[src/rtl/cal_shadow_pkg.sv]
// Shared constants for the calendar shadow reader.
// Assumes 32-bit bus words and a two-bit word address.
package cal_shadow_pkg;

    localparam int WORD_W     = 32;
    localparam int NUM_SHADOW = 3;
    localparam int ADDR_W     = 2;

    // Word select on the bus port
    typedef enum logic [ADDR_W-1:0] {
        SEL_SUBSEC = 2'd0,
        SEL_TIME   = 2'd1,
        SEL_DATE   = 2'd2,
        SEL_STATUS = 2'd3
    } sel_e;

    // Defined bits of the time and date layouts
    localparam logic [WORD_W-1:0] TIME_KEEP = 32'h007F_7F7F;
    localparam logic [WORD_W-1:0] DATE_KEEP = 32'h00FF_FF3F;

    localparam int STAT_FLAG_BIT = 0;
    localparam int STAT_LOCK_BIT = 1;

    // Keep mask of shadow word idx for a given sub-second width
    function automatic logic [WORD_W-1:0] keep_mask(input int idx, input int sub_w);
        logic [WORD_W-1:0] m;
        m = '0;
        case (idx)
            0: for (int b = 0; b < WORD_W; b++) m[b] = (b < sub_w);
            1: m = TIME_KEEP;
            default: m = DATE_KEEP;
        endcase
        return m;
    endfunction

endpackage

[src/rtl/cal_shadow_bank.sv]
// Holds the three shadow words. When apply_i is high, all three words load
// from the live inputs in the same cycle, masked to their defined bits.
// Assumes apply_i is already qualified by the freeze logic.
module cal_shadow_bank
    import cal_shadow_pkg::*;
#(
    parameter int SUBSEC_W = 16
) (
    input  logic                         clk_i,
    input  logic                         rst_ni,
    input  logic                         apply_i,
    input  logic [SUBSEC_W-1:0]          live_subsec_i,
    input  logic [WORD_W-1:0]            live_time_i,
    input  logic [WORD_W-1:0]            live_date_i,
    output logic [NUM_SHADOW*WORD_W-1:0] shadow_o
);

    logic [NUM_SHADOW*WORD_W-1:0] live_flat;

    // Gather the live words in address order
    assign live_flat = {live_date_i, live_time_i, WORD_W'(live_subsec_i)};

    for (genvar gi = 0; gi < NUM_SHADOW; gi++) begin : g_word
        localparam logic [WORD_W-1:0] KEEP = keep_mask(gi, SUBSEC_W);
        logic [WORD_W-1:0] word_q;

        // Load one shadow word when a refresh is applied
        always_ff @(posedge clk_i) begin
            if (!rst_ni) begin
                word_q <= '0;
            end else if (apply_i) begin
                word_q <= live_flat[gi*WORD_W +: WORD_W] & KEEP;
            end
        end

        assign shadow_o[gi*WORD_W +: WORD_W] = word_q;
    end

endmodule

[src/rtl/cal_shadow_lock.sv]
// Freeze and sync-flag control. A read of the sub-second or time word freezes
// the shadows; a read of the date word thaws them. A refresh applies only when
// no freeze is active or starting. Assumes refresh_i is a one-cycle pulse.
module cal_shadow_lock
    import cal_shadow_pkg::*;
(
    input  logic              clk_i,
    input  logic              rst_ni,
    input  logic              refresh_i,
    input  logic              rd_en_i,
    input  logic              wr_en_i,
    input  logic [ADDR_W-1:0] addr_i,
    input  logic              wbit_i,
    output logic              apply_o,
    output logic              lock_o,
    output logic              flag_o
);

    logic lock_q;
    logic flag_q;
    logic lock_req;
    logic lock_rel;
    logic flag_clr;

    // Decode the bus events that touch the freeze and the flag
    always_comb begin
        lock_req = rd_en_i && ((addr_i == SEL_SUBSEC) || (addr_i == SEL_TIME));
        lock_rel = rd_en_i && (addr_i == SEL_DATE);
        flag_clr = wr_en_i && (addr_i == SEL_STATUS) && !wbit_i;
        apply_o  = refresh_i && !lock_q && !lock_req;
    end

    // Track the freeze state
    always_ff @(posedge clk_i) begin
        if (!rst_ni) begin
            lock_q <= 1'b0;
        end else if (lock_req) begin
            lock_q <= 1'b1;
        end else if (lock_rel) begin
            lock_q <= 1'b0;
        end
    end

    // Track the sync flag; an applied refresh wins over a clear
    always_ff @(posedge clk_i) begin
        if (!rst_ni) begin
            flag_q <= 1'b0;
        end else if (apply_o) begin
            flag_q <= 1'b1;
        end else if (flag_clr) begin
            flag_q <= 1'b0;
        end
    end

    assign lock_o = lock_q;
    assign flag_o = flag_q;

endmodule

[src/rtl/cal_shadow_rdport.sv]
// Registered read multiplexer over the shadows and the status word.
// Assumes read data holds its value between reads.
module cal_shadow_rdport
    import cal_shadow_pkg::*;
(
    input  logic                         clk_i,
    input  logic                         rst_ni,
    input  logic                         rd_en_i,
    input  logic [ADDR_W-1:0]            addr_i,
    input  logic [NUM_SHADOW*WORD_W-1:0] shadow_i,
    input  logic                         lock_i,
    input  logic                         flag_i,
    output logic [WORD_W-1:0]            rdata_o
);

    logic [WORD_W-1:0] status_w;
    logic [WORD_W-1:0] pick_w;
    logic [WORD_W-1:0] rdata_q;

    // Build the status word and select the addressed word
    always_comb begin
        status_w = '0;
        status_w[STAT_FLAG_BIT] = flag_i;
        status_w[STAT_LOCK_BIT] = lock_i;
        if (addr_i == SEL_STATUS) begin
            pick_w = status_w;
        end else begin
            pick_w = shadow_i[32'(addr_i)*WORD_W +: WORD_W];
        end
    end

    // Capture read data on a read strobe
    always_ff @(posedge clk_i) begin
        if (!rst_ni) begin
            rdata_q <= '0;
        end else if (rd_en_i) begin
            rdata_q <= pick_w;
        end
    end

    assign rdata_o = rdata_q;

endmodule

[src/rtl/cal_shadow_reader.sv]
// Top of the calendar shadow reader. It ties the shadow bank, the freeze and
// flag control and the read port together. Assumes all inputs are in the bus
// clock domain.
module cal_shadow_reader
    import cal_shadow_pkg::*;
#(
    parameter int SUBSEC_W = 16
) (
    input  logic                clk_i,
    input  logic                rst_ni,
    input  logic                refresh_i,
    input  logic [SUBSEC_W-1:0] live_subsec_i,
    input  logic [31:0]         live_time_i,
    input  logic [31:0]         live_date_i,
    input  logic                rd_en_i,
    input  logic                wr_en_i,
    input  logic [1:0]          addr_i,
    input  logic [31:0]         wdata_i,
    output logic [31:0]         rdata_o,
    output logic                sync_flag_o
);

    logic                         apply_w;
    logic                         lock_w;
    logic                         flag_w;
    logic [NUM_SHADOW*WORD_W-1:0] shadow_w;

    cal_shadow_lock u_lock (
        .clk_i     (clk_i),
        .rst_ni    (rst_ni),
        .refresh_i (refresh_i),
        .rd_en_i   (rd_en_i),
        .wr_en_i   (wr_en_i),
        .addr_i    (addr_i),
        .wbit_i    (wdata_i[STAT_FLAG_BIT]),
        .apply_o   (apply_w),
        .lock_o    (lock_w),
        .flag_o    (flag_w)
    );

    cal_shadow_bank #(.SUBSEC_W(SUBSEC_W)) u_bank (
        .clk_i         (clk_i),
        .rst_ni        (rst_ni),
        .apply_i       (apply_w),
        .live_subsec_i (live_subsec_i),
        .live_time_i   (live_time_i),
        .live_date_i   (live_date_i),
        .shadow_o      (shadow_w)
    );

    cal_shadow_rdport u_rd (
        .clk_i    (clk_i),
        .rst_ni   (rst_ni),
        .rd_en_i  (rd_en_i),
        .addr_i   (addr_i),
        .shadow_i (shadow_w),
        .lock_i   (lock_w),
        .flag_i   (flag_w),
        .rdata_o  (rdata_o)
    );

    assign sync_flag_o = flag_w;

endmodule

[config.mk]
export PLATFORM = sky130hd
export DESIGN_NAME = cal_shadow_reader
export DESIGN_NICKNAME = d
export VERILOG_FILES = /design/src/rtl/cal_shadow_pkg.sv /design/src/rtl/cal_shadow_bank.sv /design/src/rtl/cal_shadow_lock.sv /design/src/rtl/cal_shadow_rdport.sv /design/src/rtl/cal_shadow_reader.sv
export SDC_FILE = /design/constraint.sdc
export NUM_CORES = 1
export LEC_CHECK = 0
export BUFFER_PORTS_ARGS = -buffer_cell sky130_fd_sc_hd__buf_2
export CORE_MARGIN = 3
export CORE_UTILIZATION = 45
export DETAILED_ROUTE_END_ITERATION = 8
export MAX_ROUTING_LAYER = met4
export PLACE_DENSITY = 0.85
export SLEW_MARGIN = 20
export SYNTH_ARGS = -nofsm -noshare
export SYNTH_HDL_FRONTEND = slang
export SYNTH_HIERARCHICAL = 1
export SYNTH_SLANG_ARGS = --single-unit
[constraint.sdc]
create_clock -name clk_i -period 1.27 [get_ports clk_i]
set_input_delay 0.254 -clock clk_i [delete_from_list [all_inputs] [get_ports clk_i]]
set_output_delay 0.254 -clock clk_i [all_outputs]
set_load 0.01 [all_outputs]
---- Word level (Yosys, flattened, before mapping) ----
Index checks and enable logic that the tools add are counted.
storage, ports and cells
  input port bits ......................... 119
  output and inout bits ................... 33
  flip-flop bits (word level) ............. 93
  word-level logic and storage cells ...... 28
cells by class
  equal/unequal tests ..................... 3
  shift-type cells ........................ 1
  multiplexer cells ....................... 5
  reductions and logical operators ........ 13
operators by type and width
  operator                                                         count
  96-bit by 8-bit variable part select with 32-bit output          1
  32-bit two-way mux                                               1
  1-bit logical AND                                                6
  2-bit == test, second input constant                             2
  1-bit two-way mux                                                4
  2-bit nonzero test                                               2
  1-bit zero test                                                  3
  2-bit by 1-bit == test with 1-bit output, second input constant  1
  2-bit zero test                                                  1
  1-bit logical OR                                                 1

---- Depth between registers and ports, before layout ----
  depth in word-level cells ............... 6
  gate-level depth with buffers ........... 7
  mapped depth without buffers ............ 4

---- Modules after synthesis ----
Netlist, hierarchy kept.
by module, submodules not included
  module             area an instance (um^2)  seq. area each (um^2)  times used  cells each
  cal_shadow_bank    2514.9                   1181.1                 1           228
  cal_shadow_rdport  1732.9                   640.6                  1           181
  cal_shadow_lock    111.4                    40.0                   1           10

---- Least setup slack after synthesis ----
No wires, ideal clock.
  kind .................................... reg-to-reg
  start point ............................. register u_lock.lock_q, in the netlist u_lock/lock_o
  end point ............................... register u_bank.g_word[2].word_q[12]
  setup time .............................. 116 ps
  path slack .............................. -59 ps
  arrival time ............................ 1213 ps
  period minus slack after synthesis ...... 1329 ps
  path buffers ............................ 3
  stages on the path, launching flop included .. 7
  required time ........................... 1154 ps
  cells stage by stage .................... dfxtp_1 and3b_4 buf_4 buf_6 buf_12 mux2i_1 nor2b_1
on the way
  cells in the longest elaborated chain, start to end .. 3
ends and longest elaborated chain
  element                          line                     source
  start, declared                  cal_shadow_lock.sv:19    logic lock_q;
  start signal, assigned           cal_shadow_lock.sv:36    lock_q <= 1'b0;
  start signal, assigned           cal_shadow_lock.sv:38    lock_q <= 1'b1;
  start signal, assigned           cal_shadow_lock.sv:40    lock_q <= 1'b0;
  1-bit zero test                  cal_shadow_lock.sv:30    apply_o = refresh_i && !lock_q && !lock_req;
  1-bit logical AND (2 in series)  cal_shadow_lock.sv:30
  via apply_w                      cal_shadow_reader.sv:23  logic apply_w;
  end signal, assigned             cal_shadow_bank.sv:32    word_q <= live_flat[gi*WORD_W +: WORD_W] & KEEP;
  end, declared                    cal_shadow_bank.sv:25    logic [WORD_W-1:0] word_q;
The timed path passes the listed nets, and every way through them passes these cells.
A chain may end at the register's enable or synchronous reset.

---- Worst setup path in the final report ----
  start point ............................. register u_lock.lock_q, in the netlist u_lock/lock_o
  end point ............................... register u_bank.g_word[1].word_q[17]
on the way
  cells in the longest elaborated chain, start to end .. 3
ends and longest elaborated chain
  element                          line
  1-bit zero test                  cal_shadow_lock.sv:30
  1-bit logical AND (2 in series)  cal_shadow_lock.sv:30
  via apply_w                      cal_shadow_reader.sv:23
  end signal, assigned             cal_shadow_bank.sv:32
  end, declared                    cal_shadow_bank.sv:25
The timed path passes the listed nets, and every way through them passes these cells.

==> metrics.log <==
INFO  metric dp_hpwl = 6.48 mm
INFO  metric finalNetCount = between 600 and 700
INFO  metric grt_setup_unrepaired = yes
INFO  metric critical_path.n_buffers_inverters = 1
INFO  metric nFillCells = between 800 and 900
INFO  metric timing.max_cap.violations = 0
INFO  metric crit_share_post_route = 102%
INFO  metric row_count = 35
INFO  metric path_cells = and3b_4 > buf_12 > mux2i_2 > nor2b_1
INFO  metric numPortBuffers = 99
INFO  metric placedInstanceArea = between 0.004 and 0.005 sq mm
INFO  metric critPathRequiredTime = 1.51 ns
INFO  metric hold_violations = 0
INFO  metric die_y = between 100 and 150 microns
INFO  metric clk_pin_slew_worst_paths = around 0.1 ns
INFO  metric design.core.area = 0.00933 sq mm
INFO  metric hp-class = in2reg
INFO  metric final_area = about 0.0050 sq mm
INFO  metric gp_routability_congestion = roughly 0.75
INFO  metric via_count_of_the_first_global_routing_pass = 3221
INFO  metric worstPathMaxFanout = 19
INFO  metric tritoncts_num_sinks = 93
INFO  metric timing.critical_path.arrival = approximately 1.5 ns
INFO  metric clock.fmax = roughly 780 MHz
INFO  metric synth-main-ff-cell = sky130_fd_sc_hd__dfxtp_1
INFO  metric timing.max_slew.rel_slack = 63.2%
INFO  metric grt_start_max_net_pins = between 50 and 60
INFO  metric sequential_share_of_the_synthesized_area = 42.7%
INFO  metric die-area = between 0.01 and 0.015 sq mm
INFO  metric yosys_warnings = 6
INFO  metric syn-mean-instance-area = roughly 10 sq um
INFO  metric layout.core_utilization = between 50% and 60%
INFO  metric drive_gt1_share = a little over a quarter
INFO  metric dieWidth = roughly 100 microns
INFO  metric failed_checks = setup timing
INFO  metric place_inst = 628
INFO  metric critPathTopFamily = simple AND/OR/NAND/NOR gates
INFO  metric timing.critical_path.slowest_cell_delay = around 0.35 ns
INFO  metric placement.setup.worst_slack = -0.158 ns
INFO  metric cts_max_level = 3
INFO  metric worst_ir_drop_vdd = around 0.0006 V
INFO  metric synthDistinctLibCells = 25
INFO  metric overflow = 0
INFO  metric synth_area_leaders = sky130_fd_sc_hd__dfxtp_1 (43%), sky130_fd_sc_hd__mux2i_1 (21%), sky130_fd_sc_hd__nor2b_1 (8.8%)
INFO  metric post-synth-top-area-cell = sky130_fd_sc_hd__dfxtp_1
INFO  metric max-clock-path-buffers = 2
INFO  metric number_of_remaining_drc_errors = 0
INFO  metric syn_area = between 0.004 and 0.005 sq mm
INFO  metric detail-route-antenna-nets = 0
INFO  metric first_iter_violations = about 110
INFO  metric initial_utilization = between 40 and 50%
INFO  metric worstMarginPinSlew = around 0.55 ns
INFO  metric global_route.usage.total = 17.6%
INFO  metric cts_root_buf = sky130_fd_sc_hd__clkbuf_8
INFO  metric critPathKind = reg2reg
INFO  metric post_synth_edffs = 0
INFO  metric cp_max_delay_cell = sky130_fd_sc_hd__and3b_4
INFO  metric vias_per_cell = ~4.8
INFO  metric maxSlewViolCount = 0
INFO  metric syn-instance-count = between 400 and 500
INFO  metric p_per_area = ~1200 mW/mm^2
INFO  metric grt_pass1_wl = 15.4 mm
INFO  metric area_growth_syn_to_layout = 15.5%
INFO  metric start_kind = flip-flop
INFO  metric seqCellArea = 0.00186 sq mm
INFO  metric cts.hold.buffers_added = 0
INFO  metric detailedRoute.firstPassIterationCount = 4
INFO  metric vias = roughly 3100
INFO  metric fin_skew = ~0.015 ns
INFO  metric synth_common_cells = sky130_fd_sc_hd__dfxtp_1 (93), sky130_fd_sc_hd__mux2i_1 (91), sky130_fd_sc_hd__nor2b_1 (61), sky130_fd_sc_hd__buf_4 (43), sky130_fd_sc_hd__o21ai_0 (30)
INFO  metric worst_slack = -0.0195 ns
INFO  metric number_of_buffers_created_by_cts = 9
INFO  metric antenna_cells_inserted = 0
INFO  metric synthArstFlopShare = 0%
INFO  metric clk_latency = 0.35 ns
INFO  metric dominant_cell_by_count_in_the_synthesized_netlist = sky130_fd_sc_hd__dfxtp_1
INFO  metric ys_ff_latch = 93
INFO  metric multi_input_comb_area = around 0.0021 sq mm
INFO  metric synth_top_area_share = between 40% and 50%
INFO  metric cts_tree = yes
INFO  metric antenna_found_initial = 0
INFO  metric post_drt_wl_per_cell = 14.5 microns
INFO  metric status = finished, violations left
INFO  metric wl = about 9.3 mm
INFO  metric post_layout_nonfiller_instances = 644
INFO  metric worstSetupEndpointType = flip-flop
INFO  metric finalSetupViolations = 4
INFO  metric pin_count = 152
INFO  metric final.min_clock_period = approximately 1.3 ns
INFO  metric leakage = 2.24 nW
sequential cells by signal, summed over array words and instances, names as in the netlist:
| name | flops |
|---|---|
| u_lock/flag_o | 1 |
| u_bank/g_word.word_q | 59 |
| u_rd/rdata_o | 32 |
| u_lock/lock_o | 1 |
final cells by class:
| type | count | area share, % |
|---|---|---|
| multi-input combinational | 290 | 42.3 |
| sequential | 93 | 37.0 |
| timing repair buffer | 115 | 13.7 |
| tap | 129 | 3.21 |
| clock buffer | 12 | 3.08 |
| clock inverter | 4 | 0.646 |
| inverter | 1 | 0.0746 |
kinds of logic (layout without fill, tap and decap cells):
group | count (synthesis) | count (layout) | share of synthesized area (%)
multiplexers | 93 | 93 | 21.9
flip-flops | 93 | 93 | 42.7
AO/OA/AOI/OAI | 92 | 92 | 13.4
buffers and inverters | 72 | 132 | 11.8
AND/OR/NAND/NOR | 68 | 68 | 10.1
other | 1 | 37 | 0.0860
through the flow:
| stage | TNS (ns) | hold WS [ns] | power, mW |
|---|---|---|---|
| floorplan | -0.306 | 0.362 | 4.01 |
| global placement | -6.40 | 0.493 | 4.20 |
| detailed placement | -8.44 | 0.498 | 4.24 |
| CTS | -0.0391 | 0.142 | 6.08 |
| global route | -1.51 | 0.145 | 6.37 |
| finish | -0.0412 | 0.153 | 6.03 |
worst paths after layout:
| path | slack [ns] | startpoint | end | cells after the start |
|---|---|---|---|---|
| hold reg to reg | 0.51 | u_lock/flag_o | u_lock/flag_o | 2 |
| hold / removal | 0.15 | live_subsec_i[15] | u_bank/g_word[0].word_q[15] | 3 |
| setup reg to reg | -0.02 | u_lock/lock_o | u_bank/g_word[1].word_q[17] | 4 |
| setup / recovery | -0.02 | u_lock/lock_o | u_bank/g_word[1].word_q[17] | 4 |
metal layers:
layer,GRT usage (%),up-vias,routed length [microns]
li1,-,1564,-
met1,22.0,1443,4330
met2,28.4,74,4500
met3,3.85,11,356
met4,5.60,0,125
met5,-,-,0
worst register-to-register path, stage by stage, from the launching register on:
cell                      delay, ns
sky130_fd_sc_hd__dfxtp_1       0.32
sky130_fd_sc_hd__and3b_4       0.35
sky130_fd_sc_hd__buf_12        0.21
sky130_fd_sc_hd__mux2i_2       0.25
sky130_fd_sc_hd__nor2b_1       0.06
report_power, final:
group	total, mW	internal (mW)	switching, mW
clock network	1.84	0.827	1.02
logic	0.990	0.514	0.476
registers	3.19	3.10	0.0942
what timing repair did:
action / CTS / global route
pin swaps: 0 / 0
resized for setup: 0 / 3
endpoints found under the hold margin: 0 / 0
setup buffers: 0 / 0
endpoints found under the setup margin: 3 / 44
cell usage in the layout (no fill, tap or decap), types with 2 or more instances in the layout:
cell,synthesis,final
sky130_fd_sc_hd__dfxtp_1,93,93
sky130_fd_sc_hd__conb_1,1,37
sky130_fd_sc_hd__clkinv_4,0,2
sky130_fd_sc_hd__nand2_1,2,2
sky130_fd_sc_hd__mux2i_2,0,3
sky130_fd_sc_hd__mux4_2,2,2
sky130_fd_sc_hd__clkinvlp_4,0,2
sky130_fd_sc_hd__buf_2,2,99
sky130_fd_sc_hd__a2bb2oi_1,29,29
sky130_fd_sc_hd__a21oi_1,29,29
sky130_fd_sc_hd__buf_4,43,10
sky130_fd_sc_hd__mux2i_1,91,88
sky130_fd_sc_hd__buf_12,1,6
sky130_fd_sc_hd__clkbuf_8,0,11
sky130_fd_sc_hd__o21ai_0,30,30
sky130_fd_sc_hd__nor2b_1,61,61
(Power assumes the default switching activity.)
